==> src/rtl/frb_pkg.sv <==
// Shared definitions for the fetch redirect buffer.
// Assumes nothing beyond standard SystemVerilog.
package frb_pkg;
    // Branch kind held per entry; only ALWAYS entries are folded.
    typedef enum logic {
        BR_COND   = 1'b0,
        BR_ALWAYS = 1'b1
    } br_kind_e;
endpackage

==> src/rtl/frb_store.sv <==
// Entry storage: valid bit, branch tag, target, kind and target instruction
// for each slot. One write per cycle, selected by a one-hot vector.
// Assumes wr_sel has at most one bit set; clear_all overrides any write.
module frb_store #(
    parameter int ENTRIES = 4,
    parameter int PC_W    = 16,
    parameter int INSN_W  = 32
) (
    input  logic                  clk,
    input  logic                  rst_n,
    input  logic                  clear_all,
    input  logic [ENTRIES-1:0]    wr_sel,
    input  logic [PC_W-1:0]       wr_tag,
    input  logic [PC_W-1:0]       wr_tgt,
    input  frb_pkg::br_kind_e     wr_kind,
    input  logic [INSN_W-1:0]     wr_insn,
    output logic [ENTRIES-1:0]    valid_o,
    output logic [PC_W-1:0]       tag_o  [ENTRIES],
    output logic [PC_W-1:0]       tgt_o  [ENTRIES],
    output frb_pkg::br_kind_e     kind_o [ENTRIES],
    output logic [INSN_W-1:0]     insn_o [ENTRIES]
);
    for (genvar g = 0; g < ENTRIES; g++) begin : g_slot
        // Valid bit: cleared on reset or flush, set on write.
        always_ff @(posedge clk) begin
            if (!rst_n || clear_all) begin
                valid_o[g] <= 1'b0;
            end else if (wr_sel[g]) begin
                valid_o[g] <= 1'b1;
            end
        end

        // Payload: loaded on write; no reset needed as valid guards it.
        always_ff @(posedge clk) begin
            if (wr_sel[g] && !clear_all) begin
                tag_o[g]  <= wr_tag;
                tgt_o[g]  <= wr_tgt;
                kind_o[g] <= wr_kind;
                insn_o[g] <= wr_insn;
            end
        end
    end
endmodule

==> src/rtl/frb_match.sv <==
// Tag comparators: matches the lookup address and the write address against
// every valid entry. Assumes tags are unique among valid entries, so each
// output vector is at most one-hot.
module frb_match #(
    parameter int ENTRIES = 4,
    parameter int PC_W    = 16
) (
    input  logic [ENTRIES-1:0] valid_i,
    input  logic [PC_W-1:0]    tag_i [ENTRIES],
    input  logic [PC_W-1:0]    look_pc,
    input  logic [PC_W-1:0]    upd_pc,
    output logic [ENTRIES-1:0] look_match,
    output logic [ENTRIES-1:0] upd_match
);
    for (genvar g = 0; g < ENTRIES; g++) begin : g_cmp
        // Compare both addresses against this slot's tag.
        always_comb begin
            look_match[g] = valid_i[g] && (tag_i[g] == look_pc);
            upd_match[g]  = valid_i[g] && (tag_i[g] == upd_pc);
        end
    end
endmodule

==> src/rtl/frb_alloc.sv <==
// Slot selection for writes. A known tag is rewritten in place. A new tag
// goes to the rotating pointer, which then advances. A flush drops the
// write and rewinds the pointer to slot 0. Assumes ENTRIES >= 2.
module frb_alloc #(
    parameter int ENTRIES = 4
) (
    input  logic               clk,
    input  logic               rst_n,
    input  logic               upd_valid,
    input  logic               flush,
    input  logic [ENTRIES-1:0] upd_match,
    output logic [ENTRIES-1:0] wr_sel
);
    localparam int IDX_W = $clog2(ENTRIES);
    localparam logic [IDX_W-1:0] LAST = IDX_W'(ENTRIES - 1);

    logic [IDX_W-1:0] ptr_q;
    logic             known;
    logic             fresh;

    // Decide between in-place update and allocation at the pointer.
    always_comb begin
        known  = |upd_match;
        fresh  = upd_valid && !flush && !known;
        wr_sel = '0;
        if (upd_valid && !flush) begin
            if (known) begin
                wr_sel = upd_match;
            end else begin
                wr_sel[ptr_q] = 1'b1;
            end
        end
    end

    // Rotating replacement pointer.
    always_ff @(posedge clk) begin
        if (!rst_n || flush) begin
            ptr_q <= '0;
        end else if (fresh) begin
            ptr_q <= (ptr_q == LAST) ? '0 : ptr_q + 1'b1;
        end
    end
endmodule

==> src/rtl/fetch_redirect_buf.sv <==
// Fetch redirect buffer: fully associative lookup of the fetch address against
// stored branch addresses. It returns the next fetch address and, for
// always-taken branches, the folded target instruction. Lookup is
// combinational from stored state, so a same-cycle write is seen one cycle
// later. Assumes the decode stage issues at most one write per cycle.
module fetch_redirect_buf #(
    parameter int ENTRIES    = 4,
    parameter int PC_W       = 16,
    parameter int INSN_W     = 32,
    parameter int INSN_BYTES = 4
) (
    input  logic              clk,
    input  logic              rst_n,
    input  logic [PC_W-1:0]   look_pc,
    output logic              look_hit,
    output logic [PC_W-1:0]   look_next_pc,
    output logic              look_fold,
    output logic [INSN_W-1:0] look_fold_insn,
    input  logic              upd_valid,
    input  logic [PC_W-1:0]   upd_pc,
    input  logic [PC_W-1:0]   upd_target,
    input  logic              upd_always,
    input  logic [INSN_W-1:0] upd_insn,
    input  logic              flush
);
    import frb_pkg::*;

    localparam logic [PC_W-1:0] STEP = PC_W'(INSN_BYTES);

    logic [ENTRIES-1:0] valid_v;
    logic [PC_W-1:0]    tag_v  [ENTRIES];
    logic [PC_W-1:0]    tgt_v  [ENTRIES];
    br_kind_e           kind_v [ENTRIES];
    logic [INSN_W-1:0]  insn_v [ENTRIES];
    logic [ENTRIES-1:0] look_match;
    logic [ENTRIES-1:0] upd_match;
    logic [ENTRIES-1:0] wr_sel;
    br_kind_e           upd_kind;
    logic [PC_W-1:0]    sel_tgt;
    logic [INSN_W-1:0]  sel_insn;
    logic               sel_always;

    // Map the write flag onto the stored kind.
    always_comb upd_kind = upd_always ? BR_ALWAYS : BR_COND;

    frb_store #(.ENTRIES(ENTRIES), .PC_W(PC_W), .INSN_W(INSN_W)) u_store (
        .clk       (clk),
        .rst_n     (rst_n),
        .clear_all (flush),
        .wr_sel    (wr_sel),
        .wr_tag    (upd_pc),
        .wr_tgt    (upd_target),
        .wr_kind   (upd_kind),
        .wr_insn   (upd_insn),
        .valid_o   (valid_v),
        .tag_o     (tag_v),
        .tgt_o     (tgt_v),
        .kind_o    (kind_v),
        .insn_o    (insn_v)
    );

    frb_match #(.ENTRIES(ENTRIES), .PC_W(PC_W)) u_match (
        .valid_i    (valid_v),
        .tag_i      (tag_v),
        .look_pc    (look_pc),
        .upd_pc     (upd_pc),
        .look_match (look_match),
        .upd_match  (upd_match)
    );

    frb_alloc #(.ENTRIES(ENTRIES)) u_alloc (
        .clk       (clk),
        .rst_n     (rst_n),
        .upd_valid (upd_valid),
        .flush     (flush),
        .upd_match (upd_match),
        .wr_sel    (wr_sel)
    );

    // AND-OR read mux over the one-hot match vector.
    always_comb begin
        sel_tgt    = '0;
        sel_insn   = '0;
        sel_always = 1'b0;
        for (int i = 0; i < ENTRIES; i++) begin
            if (look_match[i]) begin
                sel_tgt    = sel_tgt | tgt_v[i];
                sel_insn   = sel_insn | insn_v[i];
                sel_always = sel_always | (kind_v[i] == BR_ALWAYS);
            end
        end
    end

    // Next-address select and folding outputs.
    always_comb begin
        look_hit       = |look_match;
        look_next_pc   = look_hit ? sel_tgt : look_pc + STEP;
        look_fold      = look_hit && sel_always;
        look_fold_insn = look_fold ? sel_insn : '0;
    end
endmodule

==> config.mk <==
export PLATFORM = sky130hd
export DESIGN_NAME = fetch_redirect_buf
export DESIGN_NICKNAME = d
export VERILOG_FILES = /design/src/rtl/frb_pkg.sv /design/src/rtl/frb_store.sv /design/src/rtl/frb_match.sv /design/src/rtl/frb_alloc.sv /design/src/rtl/fetch_redirect_buf.sv
export SDC_FILE = /design/constraint.sdc
export NUM_CORES = 1
export LEC_CHECK = 0
export BUFFER_PORTS_ARGS = -buffer_cell sky130_fd_sc_hd__buf_2
export CAP_MARGIN = 20
export CORE_ASPECT_RATIO = 0.6
export CORE_MARGIN = 2
export CORE_UTILIZATION = 40
export DETAILED_ROUTE_END_ITERATION = 8
export GPL_ROUTABILITY_DRIVEN = 1
export GPL_TIMING_DRIVEN = 0
export PLACE_DENSITY_LB_ADDON = 0.05
export SLEW_MARGIN = 20
export SYNTH_ARGS = -nofsm -noshare
export SYNTH_HDL_FRONTEND = slang
export SYNTH_SLANG_ARGS = --single-unit
==> constraint.sdc <==
create_clock -name clk -period 9.25 [get_ports clk]
set_input_delay 0 -clock clk [delete_from_list [all_inputs] [get_ports clk]]
set_output_delay 0 -clock clk [all_outputs]
set_load 0.03 [all_outputs]
==> impl_metrics.py, run 1 <==
metrics = {
    "outcome": {
        "status": "finished, final reports clean",
    },
    "logic_synthesis": {
        "synth-simple-area-share_pct": 6.95,
        "synth_cell_types": 37,
        "synth_top_area_share_pct": 67.7,
        "netlist_area_um2": 11500,
        "synthCells": 798,
        "syn-mean-instance-area_um2": 14.5,
        "ys_top_cells_by_area": "edfxtp_1, xor2_1, a22oi_1",
        "synth_edf_count": 260,
        "synthMuxAreaShare_pct": 1.21,
        "synthAdderAreaFrac_pct": 0.542,
        "synth_top_cell_by_area": "edfxtp_1",
        "async_flop_share_pct": 0,
        "synthXorXnorAreaFrac_pct": 10.6,
        "synth_seq_area_share_pct": 68.7,
        "synth_top_family_by_area": "XOR/XNOR gates",
        "ys.flop_type": "edfxtp_1",
        "synth-seq-cells": 266,
        "synth.yosys.warnings": 0,
        "synth_compound_area_share_pct": 8.27,
        "syn_nets": 888,
    },
    "placed_design": {
        "placed_area_um2": 12700,
        "port-buffer-count": 120,
        "gp_congestion": 0.851,
        "dpl.hpwl_um": 22100,
    },
    "sta": {
        "tns_ns": 0,
        "setup_viol": 0,
        "fin_crit_ns": 3.93,
        "rsz0062_at_grt": "no",
        "hold_ws_ns": 0.206,
        "period_share_pct": 42.5,
        "slew_headroom_pct": 12.0,
        "finalHoldViolCount": 0,
        "finClkSkew_ns": 0.0132,
        "tightest_slew_ns": 1.31,
        "drv_slew": 0,
        "fmax_mhz": 254,
    },
    "critical_path": {
        "r2r_slack_ns": 5.63,
        "rr_startpoint": "u_store.tag_o[22]$_DFFE_PP_",
        "crit_fanout": 10,
        "critPathRequiredTime_ns": 9.25,
        "r2r-end": "u_store.insn_o[124]$_DFFE_PP_",
        "critPathLaunchType": "flop",
        "cp.arrival_ns": 3.93,
        "cp-end-kind": "output pin",
        "rr_worst_depth": 7,
        "worstSetupPathType": "flop to output pin",
        "critPathLaunch": "u_store.tag_o[31]$_DFFE_PP_",
    },
    "die": {
        "fp.dieW_um": 223,
        "io_pins": 135,
        "die_area_um2": 30300,
        "num_rows": 48,
        "start_util_pct": 40.4,
        "coreArea_um2": 28500,
        "die_h_um": 136,
    },
    "global_routing": {
        "grt_pass1_wl_um": 47100,
        "antenna_found_initial": 0,
        "gr-total-overflow": 0,
        "grt_pass1_vias": 7281,
        "track_usage_pct": 21.1,
        "grt_max_degree": 45,
    },
    "hold_path": {
        "worstHoldStart": "upd_insn[16]",
        "min_to": "u_store.insn_o[112]$_DFFE_PP_",
        "hold_depth": 2,
        "hold_class": "primary input to flop",
    },
    "clock_tree": {
        "htreeDepth": 1,
        "clkTransAtPathRegs_ns": 0.06,
        "cts_sinks": 266,
        "root_buffer": "clkbuf_16",
        "cts_resized": 0,
        "cts_tree": "done",
        "insertion_delay_ns": 0.55,
        "numCtsBuffers": 27,
        "clk_path_buf_depth": 3,
    },
    "drt": {
        "drt-vias-per-instance": 5.35,
        "wl_per_cell_um": 22.8,
        "dr.pass1.iters": 5,
        "wl_met1_um": 16500,
        "wl_met2_um": 12900,
        "ant_nets": 0,
        "drc": 0,
        "drt_iter0_drc": 648,
        "route.met3.wl_um": 2410,
        "dr.max_layer_used": "met4",
        "wl_um": 32300,
        "via_count": 7567,
    },
    "power": {
        "power.leakage_uw": 0.00496,
        "power_density_nw_per_um2": 178,
        "ir_drop_mv": 0.145,
    },
    "final_layout": {
        "drive_above_1_share_pct": 19.5,
        "area_growth_pct": 23.4,
        "utilization_pct": 49.9,
        "nets": 1109,
        "stdcell_area_um2": 14200,
    },
    "flow_run": {
        "cap_violations": 0,
    },
}
-- flip-flops by register name (all words and copies together) (netlist names) --
register	flops
u_alloc.ptr_q	2
u_store.insn_o	128
u_store.kind_o	4
u_store.tag_o	64
u_store.tgt_o	64
u_store.valid_o	4
-- repair_timing --
| action | CTS | global route |
|---|---|---|
| buffers inserted | 0 | 0 |
| hold buffers | 68 | 0 |
| endpoints found under the hold margin | 266 | 0 |
-- kinds of logic (layout without fill, tap and decap cells) --
group | count (synthesis) | in the layout
simple gates | 145 | 145
fa+ha+maj | 5 | 5
xor+xnor | 140 | 140
flops | 266 | 266
compound gates | 136 | 136
other cells | 0 | 1
buf+inv | 92 | 333
mux | 14 | 14
-- worst max-delay path: stages, from the launching register on --
cell and delay, ns:
edfxtp_1 0.42, xor2_1 0.18, nor4_1 0.76, nand4_1 0.55, nor2_4 0.47, buf_2 0.33
a22oi_1 0.13, a21oi_1 0.29, buf_2 0.26
-- cells in the mapped netlist, types with 12 or more instances --
| master | instances |
|---|---|
| edfxtp_1 | 260 |
| a2111oi_0 | 14 |
| a21oi_1 | 32 |
| xor2_1 | 128 |
| xnor2_1 | 12 |
| nand2_1 | 16 |
| nor4_1 | 24 |
| a22oi_1 | 70 |
| inv_1 | 51 |
| mux2i_1 | 14 |
| nor3_1 | 57 |
| buf_2 | 29 |
-- stage by stage --
step	cells	total power (µW)	worst slack, ns
global placement	1293	1500	3.85
global route	1414	2610	5.26
CTS	1414	2550	5.41
detailed placement	1297	1500	5.87
finish	1415	2530	5.32
floorplan	798	1430	6.05
-- worst max path at each step --
stage	end	cells past startpoint
CTS	look_fold_insn[11]	8
finish	look_fold_insn[11]	8
floorplan	u_store.insn_o[32]$_DFFE_PP_	6
global route	look_fold_insn[11]	8
detailed placement	u_store.insn_o[124]$_DFFE_PP_	7
global placement	u_store.insn_o[55]$_DFFE_PP_	6
-- final cells by class --
cell class,instances,area [µm²]
diodes,1,2.50
plain buffers,41,233
clock buffers,39,751
clock inverters,10,73.8
fillers,2490,14300
inverters,51,191
multi-input cells,440,3200
flip-flops and latches,266,7930
well taps,375,469
repair buffers,192,1390
-- layout by cell type, fill, tap and decap left out, types with 5 or more instances in the layout --
cell,netlist,final
edfxtp_1,260,260
buf_2,29,149
xor2_1,128,128
a22oi_1,70,70
dlygate4sd3_1,0,68
nor3_1,57,57
inv_1,51,51
a21oi_1,32,32
clkbuf_16,0,27
nor4_1,24,24
nand2_1,16,16
clkbuf_1,7,16
a2111oi_0,14,14
mux2i_1,14,14
xnor2_1,12,12
nand4_1,10,10
nand3_1,8,8
o21ai_0,8,8
dfxtp_1,6,6
nor2_1,5,5
ha_1,5,5
-- where the power goes --
part	internal [µW]	total, µW	switching (µW)	leakage [µW]
Clock	589	1030	440	0.000406
Sequential	1340	1350	6.16	0.00241
Combinational	58.8	152	93.2	0.00215
Total	1990	2530	539	0.00496
-- routing by layer --
layer | global-route usage, % | vias to the layer above
li1 | - | 3463
met1 | 34.7 | 3823
met2 | 28.7 | 252
met3 | 4.23 | 29
met4 | 3.37 | 0
met5 | 0 | -
No activity file was read; power rests on OpenSTA's default activity.
==> inputs of run 2 (changes only) <==
==> constraint.sdc (replaced) <==
create_clock -name clk -period 3.21 [get_ports clk]
set_input_delay 0 -clock clk [delete_from_list [all_inputs] [get_ports clk]]
set_output_delay 0 -clock clk [all_outputs]
set_load 0.03 [all_outputs]
==> run 2 against run 1 <==
Compared with the run above:
- critical path depth grew 2
- first-iteration DRC count rose by 14%
- flip-flop and latch count stayed put
- clock skew hardly changed
- highest routed layer unchanged
- largest cell class unchanged
- sequential power rose to 2.9 times the previous value
- combinational power increased to 3.0 times the previous value
- critical path type unchanged
- sequential share of layout area is 1.1 points lower
- hold slack worse by 0.00050 ns
- die area stayed put
- largest power group unchanged
- design area increased by 2.1%
- final cell count rose by 0.71%
==> impl_metrics.py, run 2 (synthesis gave the netlist of run 1 again) <==
metrics = {
    "global_routing": {
        "track_usage_pct": 21.2,
        "antenna_found_initial": 0,
        "gr-total-overflow": 0,
        "grt_pass1_wl_um": 47300,
        "grt_max_degree": 45,
        "grt_pass1_vias": 7328,
    },
    "clock_tree": {
        "clk_path_buf_depth": 3,
        "numCtsBuffers": 27,
        "clkTransAtPathRegs_ns": 0.06,
        "insertion_delay_ns": 0.55,
        "cts_tree": "done",
        "cts_sinks": 266,
        "htreeDepth": 1,
        "root_buffer": "clkbuf_16",
    },
    "drt": {
        "ant_nets": 0,
        "drt-vias-per-instance": 5.38,
        "wl_per_cell_um": 22.8,
        "drc": 0,
        "dr.pass1.iters": 5,
        "via_count": 7664,
        "wl_um": 32600,
        "drt_iter0_drc": 736,
    },
    "sta": {
        "slew_headroom_pct": 50.5,
        "drv_slew": 0,
        "finalHoldViolCount": 0,
        "period_share_pct": 98.3,
        "fmax_mhz": 317,
        "hold_ws_ns": 0.206,
        "tightest_slew_ns": 0.737,
        "fin_crit_ns": 3.15,
        "setup_viol": 0,
        "layout_setup_ws_ns": 0.0557,
        "finClkSkew_ns": 0.0133,
        "rsz0062_at_grt": "yes",
    },
    "flow_run": {
        "cap_violations": 0,
    },
    "final_layout": {
        "area_growth_pct": 26.0,
        "nets": 1119,
        "reg_top3": "u_store.insn_o: 128 flops, u_store.tag_o: 64 flops, u_store.tgt_o: 64 flops",
        "final_cell_mix": "edfxtp_1, buf_2, xor2_1",
        "largest_register_ffs": 128,
        "drive_above_1_share_pct": 22.5,
        "layout_commonest_cell": "edfxtp_1",
        "top_register": "u_store.insn_o",
        "fill_cells": 2477,
    },
    "outcome": {
        "status": "finished, final reports clean",
    },
    "power": {
        "power.leakage_uw": 0.00505,
        "ir_drop_mv": 0.419,
        "power_density_nw_per_um2": 503,
    },
    "die": {
        "start_util_pct": 40.4,
        "coreArea_um2": 28500,
        "die_h_um": 136,
        "fp.dieW_um": 223,
        "num_rows": 48,
        "die_area_um2": 30300,
        "io_pins": 135,
    },
    "critical_path": {
        "cp.arrival_ns": 3.15,
        "worstSetupPathType": "flop to output pin",
        "cp-end-kind": "output pin",
        "crit_fanout": 10,
        "rr_startpoint": "u_store.tag_o[4]$_DFFE_PP_",
        "critPathLaunch": "u_store.tag_o[57]$_DFFE_PP_",
        "critPathRequiredTime_ns": 3.21,
        "critPathLaunchType": "flop",
    },
    "placed_design": {
        "port-buffer-count": 120,
        "dpl.hpwl_um": 22100,
        "gp_congestion": 0.851,
        "dpl_worst_slack_ns": -0.175,
    },
    "hold_path": {
        "worstHoldStart": "upd_insn[16]",
        "hold_class": "primary input to flop",
    },
}
run 2: path summary, 6_finish.rpt:
kind	end	slack, ns	depth (start not counted)
worst min-delay path	u_store.insn_o[80]$_DFFE_PP_	0.21	2
worst max register to register	u_store.insn_o[124]$_DFFE_PP_	0.11	7
worst max-delay path	look_next_pc[1]	0.06	10
worst min register to register	u_alloc.ptr_q[1]$_SDFFE_PP0P_	0.53	2
run 2: through the flow:
step                      setup TNS, ns  cell area (µm²)  util (%)  instances  power (µW)
after floorplan                       0            11500         -        798        4130
after global placement          -520.11            12600      44.2       1293        4310
after detailed placement         -12.10            12700      44.6       1297        4320
after CTS                             0            14400      50.3       1419        7340
after global routing            -0.0493            14500      50.9       1424        7530
final                                 0            14500      50.9       1425        7310
run 2: metal layers:
metal  vias up  share of wire, %  GRT usage [%]
li1       3486                 -              -
met1      3861                50           35.0
met2       294                41           29.1
met3        23               7.5           3.73
met4         0               1.1           3.22
met5         -                 0              0
run 2: final cells by class:
cell class	instances	area, µm²	area share [%]
Multi-Input combinational cell	440	3360	23.1
Clock inverter	10	73.8	0.508
Timing Repair Buffer	203	1510	10.4
Clock buffer	39	751	5.17
Inverter	51	191	1.32
Buffer	40	250	1.72
Tap cell	375	469	3.23
Antenna cell	1	2.50	0.0172
Sequential cell	266	7930	54.6
run 2: worst max-delay path: stages, from the launching register on:
cell       delay [ns]
edfxtp_1         0.42
xor2_1           0.19
nor4_2           0.41
nand4_1          0.14
buf_4            0.19
buf_4            0.15
clkbuf_2         0.21
nor3_1           0.21
a2111oi_0        0.10
mux2i_1          0.32
buf_2            0.27
run 2: power by group:
group	internal [µW]	switching, µW
registers	3860	17.9
clock network	1700	1280
logic	177	279
run 2: what timing repair did:
action / CTS / global route
hold buffers: 68 / 0
pin swaps: 5 / 4
endpoints found under the hold margin: 266 / 0
buffers inserted: 6 / 5
gates resized for setup: 19 / 37
setup endpoints to repair: 205 / 85
